### src/rtl/bb_serial_pkg.sv
package bb_serial_pkg;

  typedef enum logic [1:0] {
    FR_IDLE  = 2'd0,
    FR_SHIFT = 2'd1,
    FR_TAIL  = 2'd2
  } frame_state_t;

  // Index of the word inside a frame: 0 = I, 1 = Q, 2 = status
  typedef logic [1:0] word_idx_t;

  localparam int WL_STEP = 4;

endpackage

### src/rtl/bb_serial_clkgen.sv
module bb_serial_clkgen #(
  parameter int DIV_W  = 4,
  parameter int SYNC_N = 2
) (
  input  logic             clk,
  input  logic             rst_n,
  input  logic             master_i,
  input  logic [DIV_W-1:0] div_i,
  input  logic             sclk_ext_i,
  input  logic             fs_ext_i,
  output logic             sclk_o,
  output logic             rise_o,
  output logic             fs_ext_o
);

  // Resynchronise the external clock and frame start
  logic [SYNC_N-1:0] sck_sync_q;
  logic [SYNC_N-1:0] fs_sync_q;
  logic              sck_prev_q;
  logic              fs_prev_q;

  always_ff @(posedge clk or negedge rst_n) begin
    if (!rst_n) begin
      sck_sync_q <= '0;
      fs_sync_q  <= '0;
      sck_prev_q <= 1'b0;
      fs_prev_q  <= 1'b0;
    end else begin
      sck_sync_q <= {sck_sync_q[SYNC_N-2:0], sclk_ext_i};
      fs_sync_q  <= {fs_sync_q[SYNC_N-2:0], fs_ext_i};
      sck_prev_q <= sck_sync_q[SYNC_N-1];
      fs_prev_q  <= fs_sync_q[SYNC_N-1];
    end
  end

  logic rise_ext;
  assign rise_ext = sck_sync_q[SYNC_N-1] & ~sck_prev_q;
  // Frame start value seen just before the recognised edge
  assign fs_ext_o = fs_prev_q;

  // Divider for the master role
  logic [DIV_W-1:0] cnt_q, cnt_d;
  logic [DIV_W-1:0] div_q, div_d;
  logic             sclk_q, sclk_d;
  logic             hit;

  assign hit = (cnt_q == div_q);

  always_comb begin
    cnt_d  = cnt_q + 1'b1;
    div_d  = div_q;
    sclk_d = sclk_q;
    if (!master_i) begin
      cnt_d  = '0;
      div_d  = div_i;
      sclk_d = 1'b0;
    end else if (hit) begin
      cnt_d  = '0;
      div_d  = div_i;
      sclk_d = ~sclk_q;
    end
  end

  always_ff @(posedge clk or negedge rst_n) begin
    if (!rst_n) begin
      cnt_q  <= '0;
      div_q  <= '0;
      sclk_q <= 1'b0;
    end else begin
      cnt_q  <= cnt_d;
      div_q  <= div_d;
      sclk_q <= sclk_d;
    end
  end

  assign sclk_o = sclk_q;
  assign rise_o = master_i ? (hit & ~sclk_q) : rise_ext;

  AST_SCLK_RISE_FLAGGED: assert property (@(posedge clk) disable iff (!rst_n)
    $rose(sclk_o) |-> $past(rise_o)) else $error("sclk rose without edge flag");
  AST_SCLK_QUIET_CASCADE: assert property (@(posedge clk) disable iff (!rst_n)
    (!master_i && !$past(master_i)) |-> !sclk_o) else $error("sclk active in cascade");

endmodule

### src/rtl/bb_serial_framer.sv
module bb_serial_framer
  import bb_serial_pkg::*;
#(
  parameter int DATA_W = 24
) (
  input  logic      clk,
  input  logic      rst_n,
  input  logic      rise_i,
  input  logic      master_i,
  input  logic      fs_ext_i,
  input  logic      sample_valid_i,
  input  logic [1:0] wl_i,
  input  logic      app_i,
  output logic      start_o,
  output logic      load_o,
  output logic      shift_o,
  output word_idx_t word_sel_o,
  output logic      fs_o,
  output logic      sfe_o,
  output logic      oe_o
);

  localparam int CNT_W = $clog2(DATA_W + 1);

  frame_state_t st_q, st_d;
  logic [CNT_W-1:0] bit_q, bit_d;
  logic [CNT_W-1:0] len_q, len_d;
  word_idx_t        word_q, word_d;
  word_idx_t        last_q, last_d;
  logic             fs_q, fs_d;
  logic             sfe_q, sfe_d;
  logic             oe_q, oe_d;
  logic             pend_q, pend_d;

  logic             start_c;
  logic [CNT_W-1:0] len_new;

  assign len_new = CNT_W'(DATA_W - WL_STEP * (3 - int'(wl_i)));
  assign start_c = rise_i && (st_q == FR_IDLE) && (master_i ? pend_q : fs_ext_i);

  always_comb begin
    st_d       = st_q;
    bit_d      = bit_q;
    len_d      = len_q;
    word_d     = word_q;
    last_d     = last_q;
    fs_d       = fs_q;
    sfe_d      = sfe_q;
    oe_d       = oe_q;
    pend_d     = pend_q | sample_valid_i;
    load_o     = 1'b0;
    shift_o    = 1'b0;
    word_sel_o = word_q + 2'd1;
    unique case (st_q)
      FR_IDLE: begin
        if (start_c) begin
          st_d       = FR_SHIFT;
          len_d      = len_new;
          bit_d      = len_new - 1'b1;
          word_d     = '0;
          last_d     = app_i ? 2'd2 : 2'd1;
          fs_d       = master_i;
          oe_d       = 1'b1;
          pend_d     = sample_valid_i;
          load_o     = 1'b1;
          word_sel_o = '0;
        end
      end
      FR_SHIFT: begin
        if (rise_i) begin
          fs_d = 1'b0;
          if (bit_q == '0) begin
            if (word_q == last_q) begin
              st_d  = FR_TAIL;
              sfe_d = 1'b1;
              oe_d  = 1'b0;
            end else begin
              word_d = word_q + 2'd1;
              bit_d  = len_q - 1'b1;
              load_o = 1'b1;
            end
          end else begin
            bit_d   = bit_q - 1'b1;
            shift_o = 1'b1;
          end
        end
      end
      default: begin
        if (rise_i) begin
          sfe_d = 1'b0;
          st_d  = FR_IDLE;
        end
      end
    endcase
  end

  always_ff @(posedge clk or negedge rst_n) begin
    if (!rst_n) begin
      st_q   <= FR_IDLE;
      bit_q  <= '0;
      len_q  <= '0;
      word_q <= '0;
      last_q <= '0;
      fs_q   <= 1'b0;
      sfe_q  <= 1'b0;
      oe_q   <= 1'b0;
      pend_q <= 1'b0;
    end else begin
      st_q   <= st_d;
      bit_q  <= bit_d;
      len_q  <= len_d;
      word_q <= word_d;
      last_q <= last_d;
      fs_q   <= fs_d;
      sfe_q  <= sfe_d;
      oe_q   <= oe_d;
      pend_q <= pend_d;
    end
  end

  assign start_o = start_c;
  assign fs_o    = fs_q;
  assign sfe_o   = sfe_q;
  assign oe_o    = oe_q;

  AST_FS_ONE_PERIOD: assert property (@(posedge clk) disable iff (!rst_n)
    (fs_o && rise_i) |=> !fs_o) else $error("frame sync too long");
  AST_SFE_ONE_PERIOD: assert property (@(posedge clk) disable iff (!rst_n)
    (sfe_o && rise_i) |=> !sfe_o) else $error("frame end too long");
  AST_OE_OPENS_WITH_FS: assert property (@(posedge clk) disable iff (!rst_n)
    ($rose(oe_o) && $past(master_i)) |-> fs_o) else $error("enable without sync");
  AST_OE_CLOSES_WITH_SFE: assert property (@(posedge clk) disable iff (!rst_n)
    $fell(oe_o) |-> sfe_o) else $error("enable closed without frame end");

endmodule

### src/rtl/bb_serial_shifter.sv
module bb_serial_shifter
  import bb_serial_pkg::*;
#(
  parameter int DATA_W = 24,
  parameter int ST_W   = 8
) (
  input  logic              clk,
  input  logic              rst_n,
  input  logic              sample_valid_i,
  input  logic [DATA_W-1:0] i_i,
  input  logic [DATA_W-1:0] q_i,
  input  logic [ST_W-1:0]   st_i,
  input  logic              capture_i,
  input  logic              load_i,
  input  logic              shift_i,
  input  word_idx_t         word_sel_i,
  output logic              bit_o
);

  localparam int PAD_W = DATA_W - ST_W;

  logic [DATA_W-1:0] i_h_q, q_h_q, i_f_q, q_f_q;
  logic [ST_W-1:0]   st_h_q, st_f_q;
  logic [DATA_W-1:0] sh_q, sh_d;
  logic [DATA_W-1:0] word_c;

  // Holding store, written by each captured sample
  always_ff @(posedge clk or negedge rst_n) begin
    if (!rst_n) begin
      i_h_q  <= '0;
      q_h_q  <= '0;
      st_h_q <= '0;
    end else if (sample_valid_i) begin
      i_h_q  <= i_i;
      q_h_q  <= q_i;
      st_h_q <= st_i;
    end
  end

  // Frame copy, frozen for the length of one frame
  always_ff @(posedge clk or negedge rst_n) begin
    if (!rst_n) begin
      i_f_q  <= '0;
      q_f_q  <= '0;
      st_f_q <= '0;
    end else if (capture_i) begin
      i_f_q  <= i_h_q;
      q_f_q  <= q_h_q;
      st_f_q <= st_h_q;
    end
  end

  always_comb begin
    unique case (word_sel_i)
      2'd0:    word_c = capture_i ? i_h_q : i_f_q;
      2'd1:    word_c = q_f_q;
      default: word_c = {st_f_q, {PAD_W{1'b0}}};
    endcase
  end

  always_comb begin
    sh_d = sh_q;
    if (load_i)       sh_d = word_c;
    else if (shift_i) sh_d = {sh_q[DATA_W-2:0], 1'b0};
  end

  always_ff @(posedge clk or negedge rst_n) begin
    if (!rst_n) sh_q <= '0;
    else        sh_q <= sh_d;
  end

  assign bit_o = sh_q[DATA_W-1];

endmodule

### src/rtl/bb_serial_tx.sv
module bb_serial_tx
  import bb_serial_pkg::*;
#(
  parameter int DATA_W = 24,
  parameter int ST_W   = 8,
  parameter int DIV_W  = 4,
  parameter int SYNC_N = 2
) (
  input  logic              clk,
  input  logic              rst_n,
  input  logic              sample_valid_i,
  input  logic [DATA_W-1:0] i_data_i,
  input  logic [DATA_W-1:0] q_data_i,
  input  logic [ST_W-1:0]   status_i,
  input  logic              master_i,
  input  logic [DIV_W-1:0]  div_i,
  input  logic [1:0]        wl_sel_i,
  input  logic              append_i,
  input  logic              sclk_i,
  input  logic              fs_i,
  output logic              sclk_o,
  output logic              fs_o,
  output logic              sfe_o,
  output logic              sdo_o,
  output logic              sdo_oe_o
);

  logic      rise_w, fs_ext_w;
  logic      start_w, load_w, shift_w, oe_w, bit_w;
  word_idx_t word_sel_w;

  bb_serial_clkgen #(.DIV_W(DIV_W), .SYNC_N(SYNC_N)) clkgen_i (
    .clk       (clk),
    .rst_n     (rst_n),
    .master_i  (master_i),
    .div_i     (div_i),
    .sclk_ext_i(sclk_i),
    .fs_ext_i  (fs_i),
    .sclk_o    (sclk_o),
    .rise_o    (rise_w),
    .fs_ext_o  (fs_ext_w)
  );

  bb_serial_framer #(.DATA_W(DATA_W)) framer_i (
    .clk           (clk),
    .rst_n         (rst_n),
    .rise_i        (rise_w),
    .master_i      (master_i),
    .fs_ext_i      (fs_ext_w),
    .sample_valid_i(sample_valid_i),
    .wl_i          (wl_sel_i),
    .app_i         (append_i),
    .start_o       (start_w),
    .load_o        (load_w),
    .shift_o       (shift_w),
    .word_sel_o    (word_sel_w),
    .fs_o          (fs_o),
    .sfe_o         (sfe_o),
    .oe_o          (oe_w)
  );

  bb_serial_shifter #(.DATA_W(DATA_W), .ST_W(ST_W)) shifter_i (
    .clk           (clk),
    .rst_n         (rst_n),
    .sample_valid_i(sample_valid_i),
    .i_i           (i_data_i),
    .q_i           (q_data_i),
    .st_i          (status_i),
    .capture_i     (start_w),
    .load_i        (load_w),
    .shift_i       (shift_w),
    .word_sel_i    (word_sel_w),
    .bit_o         (bit_w)
  );

  assign sdo_oe_o = oe_w;
  assign sdo_o    = bit_w & oe_w;

  AST_SDO_ON_RISE: assert property (@(posedge clk) disable iff (!rst_n)
    (sdo_oe_o && $past(sdo_oe_o) && $changed(sdo_o)) |-> $past(rise_w))
    else $error("data moved off edge");
  AST_SDO_QUIET_OFF: assert property (@(posedge clk) disable iff (!rst_n)
    !sdo_oe_o |-> !sdo_o) else $error("data driven while disabled");

endmodule

### config.mk
export PLATFORM = sky130hd
export DESIGN_NAME = bb_serial_tx
export DESIGN_NICKNAME = d
export VERILOG_FILES = /design/src/rtl/bb_serial_pkg.sv /design/src/rtl/bb_serial_clkgen.sv /design/src/rtl/bb_serial_framer.sv /design/src/rtl/bb_serial_shifter.sv /design/src/rtl/bb_serial_tx.sv
export SDC_FILE = /design/constraint.sdc
export NUM_CORES = 1
export LEC_CHECK = 0
export CAP_MARGIN = 20
export CORE_ASPECT_RATIO = 1.4
export CORE_MARGIN = 2
export CORE_UTILIZATION = 65
export DETAILED_ROUTE_END_ITERATION = 8
export DONT_BUFFER_PORTS = 1
export GPL_TIMING_DRIVEN = 0
export HOLD_SLACK_MARGIN = 0.06
export PLACE_DENSITY = 0.81
export SLEW_MARGIN = 40
export SYNTH_ARGS = -nofsm -noshare
export SYNTH_HDL_FRONTEND = slang
export SYNTH_SLANG_ARGS = --single-unit
export TNS_END_PERCENT = 5
### constraint.sdc
create_clock -name clk -period 4.39 [get_ports clk]
set_input_delay 0 -clock clk [delete_from_list [all_inputs] [get_ports clk]]
set_output_delay 0 -clock clk [all_outputs]
set_load 0.05 [all_outputs]
**Word-level counts from Yosys, hierarchy flattened**

Cells that the tools add are included.

- Add/subtract/negate cells: 7
- Equal/unequal tests: 11
- Mux-type cells: 53
- Bitwise logic cells: 7
- Reductions and logical operators: 15

Operators with widths:

| cell | count |
|---|---|
| 24-bit two-way mux | 3 |
| 24-bit case mux with 2 select lines | 1 |
| 2-bit two-way mux | 12 |
| 1-bit two-way mux | 22 |
| 5-bit two-way mux | 4 |
| 4-bit two-way mux | 4 |
| 5-bit AND reduction | 3 |
| 5-bit by 1-bit subtractor with 5-bit output, second input constant | 3 |
| 2-bit by 1-bit inequality test with 1-bit output, second input constant | 5 |
| 5-bit case mux with 2 select lines | 1 |
| 1-bit case mux with 2 select lines | 4 |
| 2-bit case mux with 2 select lines | 2 |
| 4-bit AND reduction | 2 |
| 2-bit nonzero test | 3 |
| 5-bit zero test | 1 |
| 4-bit by 5-bit subtractor with 5-bit output, first input constant | 1 |
| 4-bit by 1-bit adder with 4-bit output, second input constant | 1 |
| 2-bit by 1-bit == test with 1-bit output, second input constant | 2 |
| 4-bit == test | 1 |
| 2-bit zero test | 2 |
| 1-bit AND | 3 |
| 3-bit inequality test, second input constant | 1 |
| 1-bit inverter | 3 |
| 3-bit AND reduction | 1 |
| 7 further kinds | 8 |

- Register bits: 171
- Bits of input ports: 69
- Word-level logic and storage cells: 116

**Logic depth before layout (Yosys ltp)**

Gate-level depths: netlist of the first run.

- Depth after elaboration: 10
- Mapped depth: 9
- Depth with buffers taken out: 6

**Modules after synthesis**

A second synthesis of the first run with hierarchy kept.

- Cell total of the unflattened synthesis: 533
- Area, all modules: 7302.0 sq um

Modules (own cells, without submodules):

| module | instances | cells each | area an instance (sq um) |
|---|---|---|---|
| bb_serial_shifter | 1 | 387 | 5684.2 |
| bb_serial_framer | 1 | 107 | 1034.7 |
| bb_serial_clkgen | 1 | 38 | 576.8 |
| bb_serial_tx | 1 | 1 | 6.3 |

**Least setup slack after synthesis of the first run**

No wires, ideal clock.

- Path kind: flip-flop to flip-flop
- Start: register clkgen_i.sclk_q (netlist: clkgen_i.sclk_o)
- End: register shifter_i.sh_q[18]
- Library setup time: 128 ps
- Arrival: 1967 ps
- Setup slack: 2295 ps
- Cell stages (with the launch flop): 9
- Path buffers: 2
- Period minus slack after synthesis: 2095 ps
- Cell sequence: dfrtp_1 nand2b_1 or2_0 o22a_1 clkbuf_1 or2_4 buf_6 a211oi_2 a21oi_1

- Word-level cells in the longest chain between the ends: 10
- Elaborated cells between the ends (all ways): 18
- Those cells by class: 1 x eq/ne; 11 x mux; 2 x bitwise; 4 x reduce/logical

Ends and longest elaborated chain:

| element | RTL line | text |
|---|---|---|
| start: declaration | bb_serial_clkgen.sv:44 | `logic sclk_q, sclk_d;` |
| start signal: assignment | bb_serial_clkgen.sv:72 | `sclk_q <= sclk_d;` |
| 1-bit inverter * | bb_serial_clkgen.sv:77 | `assign rise_o = master_i ? (hit & ~sclk_q) : rise_ext;` |
| 1-bit AND * | bb_serial_clkgen.sv:77 |  |
| 1-bit two-way mux * | bb_serial_clkgen.sv:77 |  |
| 1-bit logical AND (2 in a row) | bb_serial_framer.sv:39 | `assign start_c = rise_i && (st_q == FR_IDLE) && (master_i ? pend_q : fs_ext_i);` |
| 2-bit two-way mux | bb_serial_framer.sv:56 | `if (start_c) begin` |
| 2-bit two-way mux | bb_serial_framer.sv:54 | `unique case (st_q)` |
| 2-bit by 1-bit == test with 1-bit output / 2-bit zero test (equally long branches) | bb_serial_shifter.sv:54 | `unique case (word_sel_i)` |
| 24-bit case mux with 2 select lines | bb_serial_shifter.sv:54 |  |
| 24-bit two-way mux | bb_serial_shifter.sv:63 | `if (load_i) sh_d = word_c;` |
| end signal: assignment | bb_serial_shifter.sv:68 | `if (!rst_n) sh_q <= '0;` |
| end signal: assignment | bb_serial_shifter.sv:69 | `else sh_q <= sh_d;` |
| end: declaration | bb_serial_shifter.sv:24 | `logic [DATA_W-1:0] sh_q, sh_d;` |

Mark *: on every way between the ends. The rest lies on a longest branch, timed or not.
A chain may end at the register's enable or synchronous reset.

**Worst setup path after layout of the first run**

- Start: register clkgen_i.sclk_q (netlist: clkgen_i.sclk_o)
- End: register shifter_i.sh_q[2]

Same word-level chain as after synthesis.

==> out/metrics.yaml, run 1 <==
run_status:
  status: "finished, final reports clean"
synthesis:
  synthesis.nets: 766
  async_reset_ff_frac: 1.00
  yosys_warnings: 0
  syn_area_per_cell_um2: 10.8
  synth_cell_type_count: 48
  synth.top_cell.area_share: 0.568
  synthTopCellsByArea: "dfrtp_1, mux2_2, nand2_1"
  syn_area_mm2: 0.00745
  synth_enable_flop_cells: 0
  synth_top_cell_by_area: "dfrtp_1"
  syn-instance-count: 693
  ys_seq_elements: 169
  yosysMostFrequentCell: "nand2_1"
  synth_common_cells: "nand2_1, dfrtp_1, mux2_2, a21oi_1, mux2i_1"
  synthFlopType: "dfrtp_1"
  seq_area_frac_synth: 0.568
sta:
  relSlewSlack: 0.497
  tightest_slew_ns: 0.755
  finalClockSkew_ns: 0.00642
  rsz0062_at_grt: "no"
  final.min_clock_period_ns: 2.44
  hold_viol: 0
  final.setup.tns_ns: 0
  fmaxAchievable_ghz: 0.411
  slew_violations: 0
  fin_crit_sh: 0.555
  final-setup-viol-count: 0
hold_path:
  hold_path.class: "in -> reg"
drt:
  vias: 5608
  wl_met1_um: 7000
  met2_length_um: 9010
  vias_per_cell: 5.98
  highest_layer: "met4"
  wl_um: 17700
  drt-initial-drc-count: 495
  dr.pass1.iters: 6
  route.detailed.drc: 0
  postRouteAntennaNets: 0
  wl_met3_um: 1070
  post_drt_wl_per_cell_um: 18.9
clock_network:
  clockBufferDepth: 2
  cts_max_level: 4
  cts_resized: 0
  cts_root_buffer: "clkbuf_16"
  cts_tree: "built"
  clkLatencyLatePin_ns: 0.43
  numCtsBuffers: 17
  cts_sinks: 169
  clkTransAtPathRegs_ns: 0.06
power_and_ir_drop:
  leakage_nw: 4.17
  p_total_mw: 5.34
  powerDensity_mw_per_mm2: 596
  ir_drop_v: 0.000407
floorplanning:
  core_mm2: 0.0113
  die-area_mm2: 0.0123
  die_w_um: 94.5
  start_util: 0.660
  die_h_um: 131
  ios: 74
  rows: 46
grt:
  track_usage: 0.309
  grt_pass1_wl_um: 28800
  grt_max_degree: 170
  grt_pass1_vias: 5867
  antenna_found_initial: 0
  gr-total-overflow: 0
finish:
  drive_gt1_frac: 0.151
  num_antenna_cells: 0
  area_delta_synth_final_pct: 20.2
  fin_nets: 854
  stdcell_count: 938
  fin_util: 0.794
worst_setup_path:
  worstSetupPathType: "reg -> reg"
  worstPathCellList: "nand2b_1 > or2_0 > o22a_1 > clkbuf_1 > nor2_1 > a21oi_1 > o21ai_0"
  arrival_ns: 2.77
  start_kind: "flip-flop"
  cp_max_fo: 9
  crit_required_ns: 4.73
  cp_slowest_stage_delay_ns: 0.59
  endpoint_kind: "flip-flop"
  cpMaxStageDelayCell: "nor2_1"
placed_design:
  gp_congestion: 0.863
  hpwl_um: 11300
  io_buffers: 0
  placed_cells: 837
run:
  max_cap_viol_count: 0
[critical path: cells and delay by family, from the launching register on]
| family | cells | cell delay [ns] |
|---|---|---|
| DFF | 1 | 0.58 |
| buffers and inverters | 1 | 0.21 |
| AOI/OAI and AO/OA | 3 | 0.47 |
| and+or+nand+nor | 3 | 1.08 |
[kinds of logic (layout without fill, tap and decap cells)]
| family | count (synthesis) | count (layout) | synth area share |
|---|---|---|---|
| AO/OA/AOI/OAI | 111 | 111 | 0.0974 |
| multiplexers | 99 | 99 | 0.144 |
| adder cells (fa/ha/maj) | 4 | 4 | 0.00672 |
| XOR/XNOR | 13 | 13 | 0.0153 |
| buffers and inverters | 47 | 148 | 0.0289 |
| AND/OR/NAND/NOR | 250 | 250 | 0.140 |
| flip-flops | 169 | 169 | 0.568 |
[state kept, by name, summed over array words and instances, names as in the netlist, 3 cells and up]
| signal | flops |
|---|---|
| shifter_i.q_f_q | 24 |
| framer_i.len_q | 3 |
| shifter_i.i_f_q | 24 |
| clkgen_i.div_q | 4 |
| shifter_i.i_h_q | 24 |
| shifter_i.st_f_q | 8 |
| clkgen_i.cnt_q | 4 |
| shifter_i.st_h_q | 8 |
| shifter_i.q_h_q | 24 |
| shifter_i.sh_q | 24 |
| framer_i.bit_q | 5 |
[layout make-up]
class,count,area (µm²)
flip-flops and latches,169,4230
multi-input cells,477,3010
fillers,681,2320
repair buffers,69,726
clock buffers,23,488
plain buffers,41,193
well taps,144,180
clock inverters,9,114
inverters,6,22.5
[layer usage]
layer  vias up  track usage
met1      2766        0.383
met2       243        0.518
met3        59       0.0711
li1       2540            -
met5         -            0
met4         0        0.148
[cells in the final DEF (no fill, tap or decap), types with 13 or more instances in the layout]
master	n
a21oi_1	39
dlygate4sd3_1	67
o21ai_0	21
buf_2	13
dfrtp_1	169
clkbuf_1	21
mux2_2	62
mux2i_1	36
nor2_1	27
nand2_1	181
clkbuf_16	17
[metrics by stage]
step / area [µm²] / setup slack, ns / hold WS, ns
after floorplan: 7450 / 2.30 / -0.296
after global placement: 7630 / 2.10 / -0.291
after detailed placement: 7630 / 2.02 / -0.291
after CTS: 8930 / 2.00 / 0.0609
after global routing: 8960 / 1.79 / 0.129
final: 8960 / 1.95 / 0.0639
[worst paths after layout]
check / startpoint / to / cells after the start / slack, ns
setup / recovery: clkgen_i.sclk_o / shifter_i.sh_q[2] / 7 / 1.95
hold / removal: wl_sel_i[0] / framer_i.bit_q[4] / 5 / 0.06
setup reg to reg: clkgen_i.sclk_o / shifter_i.sh_q[2] / 7 / 1.95
hold reg to reg: clkgen_i.sck_sync_q[0] / clkgen_i.sck_sync_q[1] / 0 / 0.36
max in group asynchronous: rst_n / framer_i.word_q[1] / 3 / 3.46
min in group asynchronous: rst_n / clkgen_i.cnt_q[3] / 2 / 0.11
[where the power goes]
group | internal, mW | switching [mW] | total, mW
sequential | 2.06 | 0.417 | 2.48
clock | 0.901 | 0.611 | 1.51
combinational | 0.590 | 0.759 | 1.35
total | 3.55 | 1.79 | 5.34
[repair_timing]
item | CTS | global route
hold endpoints to repair | 244 | 0
hold buffers | 68 | 0
setup buffers | 0 | 0
(Power assumes the default switching activity.)
==> run 2: changes to the inputs <==
--- a/config.mk
+++ b/config.mk
@@ -8,12 +8,12 @@
 export CAP_MARGIN = 20
 export CORE_ASPECT_RATIO = 1.4
 export CORE_MARGIN = 2
-export CORE_UTILIZATION = 65
+export CORE_UTILIZATION = 63
 export DETAILED_ROUTE_END_ITERATION = 8
 export DONT_BUFFER_PORTS = 1
 export GPL_TIMING_DRIVEN = 0
 export HOLD_SLACK_MARGIN = 0.06
-export PLACE_DENSITY = 0.81
+export PLACE_DENSITY = 0.79
 export SLEW_MARGIN = 40
 export SYNTH_ARGS = -nofsm -noshare
 export SYNTH_HDL_FRONTEND = slang
==> constraint.sdc (replaced) <==
create_clock -name clk -period 2.4 [get_ports clk]
set_input_delay 0 -clock clk [delete_from_list [all_inputs] [get_ports clk]]
set_output_delay 0 -clock clk [all_outputs]
set_load 0.05 [all_outputs]
==> run 2 against run 1 <==
Compared with the run above:
- the flow now finishes with violations (negative hold slack)
- maximum frequency up 6.2%
- non-clock buffer count down 1
- critical path depth up 1
- final cell count unchanged
- sequential share of layout area up 0.49 points
- critical path type unchanged
==> out/metrics.yaml, run 2 (synthesis results as in run 1) <==
sta:
  tightest_slew_ns: 0.817  # +0.0623 ns
  finalClockSkew_ns: 0.00628  # -0.000146 ns
  fmaxAchievable_ghz: 0.436  # +6.2%
  final.setup.tns_ns: 0  # unchanged
  relSlewSlack: 0.455  # -0.0415
  slew_violations: 0  # unchanged
  fin_crit_sh: 0.955  # +0.400
  hold_viol: 169  # +169
  final.min_clock_period_ns: 2.29  # -0.143 ns
  setup_ws_ns: 0.108  # -1.85 ns
  final-setup-viol-count: 0  # unchanged
  fin_hold_ws_ns: -0.732  # -0.795 ns
  rsz0062_at_grt: "no"
grt:
  grt_max_degree: 170  # unchanged
  grt_pass1_wl_um: 28000  # -2.8%
  antenna_found_initial: 0  # unchanged
  grt_pass1_vias: 5773  # -1.6%
  gr-total-overflow: 0  # unchanged
  track_usage: 0.292  # -0.0172
worst_setup_path:
  reg2reg_from: "clkgen_i.sclk_o"
  worstSetupPathType: "reg -> reg"
  endpoint_kind: "flip-flop"
  crit_start: "clkgen_i.sclk_o"
  regToRegSetupSlack_ns: 0.11  # -1.85 ns
  cp_max_fo: 10  # +1
  crit_path_end: "shifter_i.sh_q[18]"
  start_kind: "flip-flop"
  reg2reg_depth: 8  # +1
  arrival_ns: 2.59  # -0.18 ns
  crit_required_ns: 2.70  # -2.03 ns
  r2r_end: "shifter_i.sh_q[18]"
run_status:
  status: "finished with violations"
  violations: "negative hold slack"
finish:
  area_delta_synth_final_pct: 19.0
  seq_area_mm2: 0.00423  # about the same
  num_antenna_cells: 0  # unchanged
  multiInputGateArea_mm2: 0.00302  # +0.29%
  fin_nets: 853  # -0.12%
  mostFrequentLayoutCell: "nand2_1"
  layout_common_cells: "nand2_1, dfrtp_1, dlygate4sd3_1"
  drive_gt1_frac: 0.153  # +0.00184
  nFillCells: 748  # +9.8%
clock_network:
  cts_max_level: 4  # unchanged
  clockBufferDepth: 2  # unchanged
  cts_root_buffer: "clkbuf_16"
  cts_tree: "built"
  hold_buffers: 66  # -2.9%
  clkLatencyLatePin_ns: 0.42  # about the same
  cts_sinks: 169  # unchanged
  numCtsBuffers: 17  # unchanged
  clkTransAtPathRegs_ns: 0.06  # about the same
power_and_ir_drop:
  powerDensity_mw_per_mm2: 1070  # +79%
  leakage_nw: 4.12  # -1.2%
  ir_drop_v: 0.000683  # +68%
placed_design:
  hpwl_um: 11400  # +0.48%
  gp_congestion: 0.872  # +1.0%
  pre_cts_ws_ns: 0.0537  # -1.97 ns
  io_buffers: 0  # unchanged
floorplanning:
  core_mm2: 0.0117  # +3.7%
  die-area_mm2: 0.0127  # +3.1%
  ios: 74  # unchanged
  start_util: 0.637  # -0.0238
  die_w_um: 95.9  # +1.5%
  rows: 47  # +2.2%
  die_h_um: 133  # +1.5%
drt:
  wl_um: 17400  # -1.9%
  vias_per_cell: 5.83  # -2.6%
  postRouteAntennaNets: 0  # unchanged
  vias: 5464  # -2.6%
  route.detailed.drc: 0  # unchanged
  post_drt_wl_per_cell_um: 18.5  # -1.9%
  drt-initial-drc-count: 390  # -21%
  dr.pass1.iters: 5  # -1
run:
  max_cap_viol_count: 0  # unchanged
hold_path:
  hold_path.class: "in -> async"
run 2: cell types whose count changed in the layout (fill, tap and decap cells not counted), moves of 2 or more:
cell      change
buf_4         +2
clkinv_4      -2
nor2_2        +2
buf_16        -2
nor2_1        -2
run 2: layer usage:
metal | track usage | routed length [µm] | vias to the layer above
li1 | - | - | 2530
met1 | 0.360 | 7000 | 2719
met2 | 0.491 | 8970 | 163
met3 | 0.0632 | 762 | 52
met4 | 0.125 | 641 | 0
met5 | 0 | 0 | -
run 2: how the worst min path moves through the flow:
stage | from | endpoint
floorplan | rst_n | clkgen_i.cnt_q[0]
global placement | rst_n | clkgen_i.div_q[3]
detailed placement | rst_n | clkgen_i.cnt_q[2]
CTS | rst_n | clkgen_i.cnt_q[2]
global route | rst_n | clkgen_i.div_q[1]
finish | rst_n | clkgen_i.fs_sync_q[0]
run 2: power by group:
part	switching [mW]	internal (mW)	total (mW)
Combinational	1.31	1.08	2.39
Sequential	0.739	3.77	4.51
Clock	1.06	1.49	2.55
run 2: repair_timing:
item	CTS	global route
buffers inserted	0	2
gates resized for setup	0	4
hold endpoints to repair	244	169
endpoints found under the setup margin	0	49
run 2: critical path, stage by stage (launching register included):
cell	delay, ns
dfrtp_2	0.52
nand2b_1	0.24
or2_0	0.23
o22a_1	0.18
clkbuf_1	0.22
or2_4	0.32
buf_6	0.17
a211oi_2	0.21
a21oi_1	0.07
run 2: per-stage QoR:
stage	cell area, µm²	instances	total power [mW]	hold WS (ns)	util
final	8870	938	9.45	-0.732	0.758
after floorplan	7450	693	6.10	-0.296	-
after CTS	8840	936	9.41	-0.742	0.756
after global routing	8870	938	9.98	-0.749	0.758
after global placement	7630	840	6.58	-0.290	0.652
after detailed placement	7630	840	6.75	-0.292	0.652
run 2: area by class of cell:
class / instances / area share
plain buffers: 41 / 0.0217
clock buffers: 23 / 0.0539
flip-flops and latches: 169 / 0.477
inverters: 6 / 0.00254
well taps: 147 / 0.0207
repair buffers: 68 / 0.0762
clock inverters: 7 / 0.00790
multi-input cells: 477 / 0.340
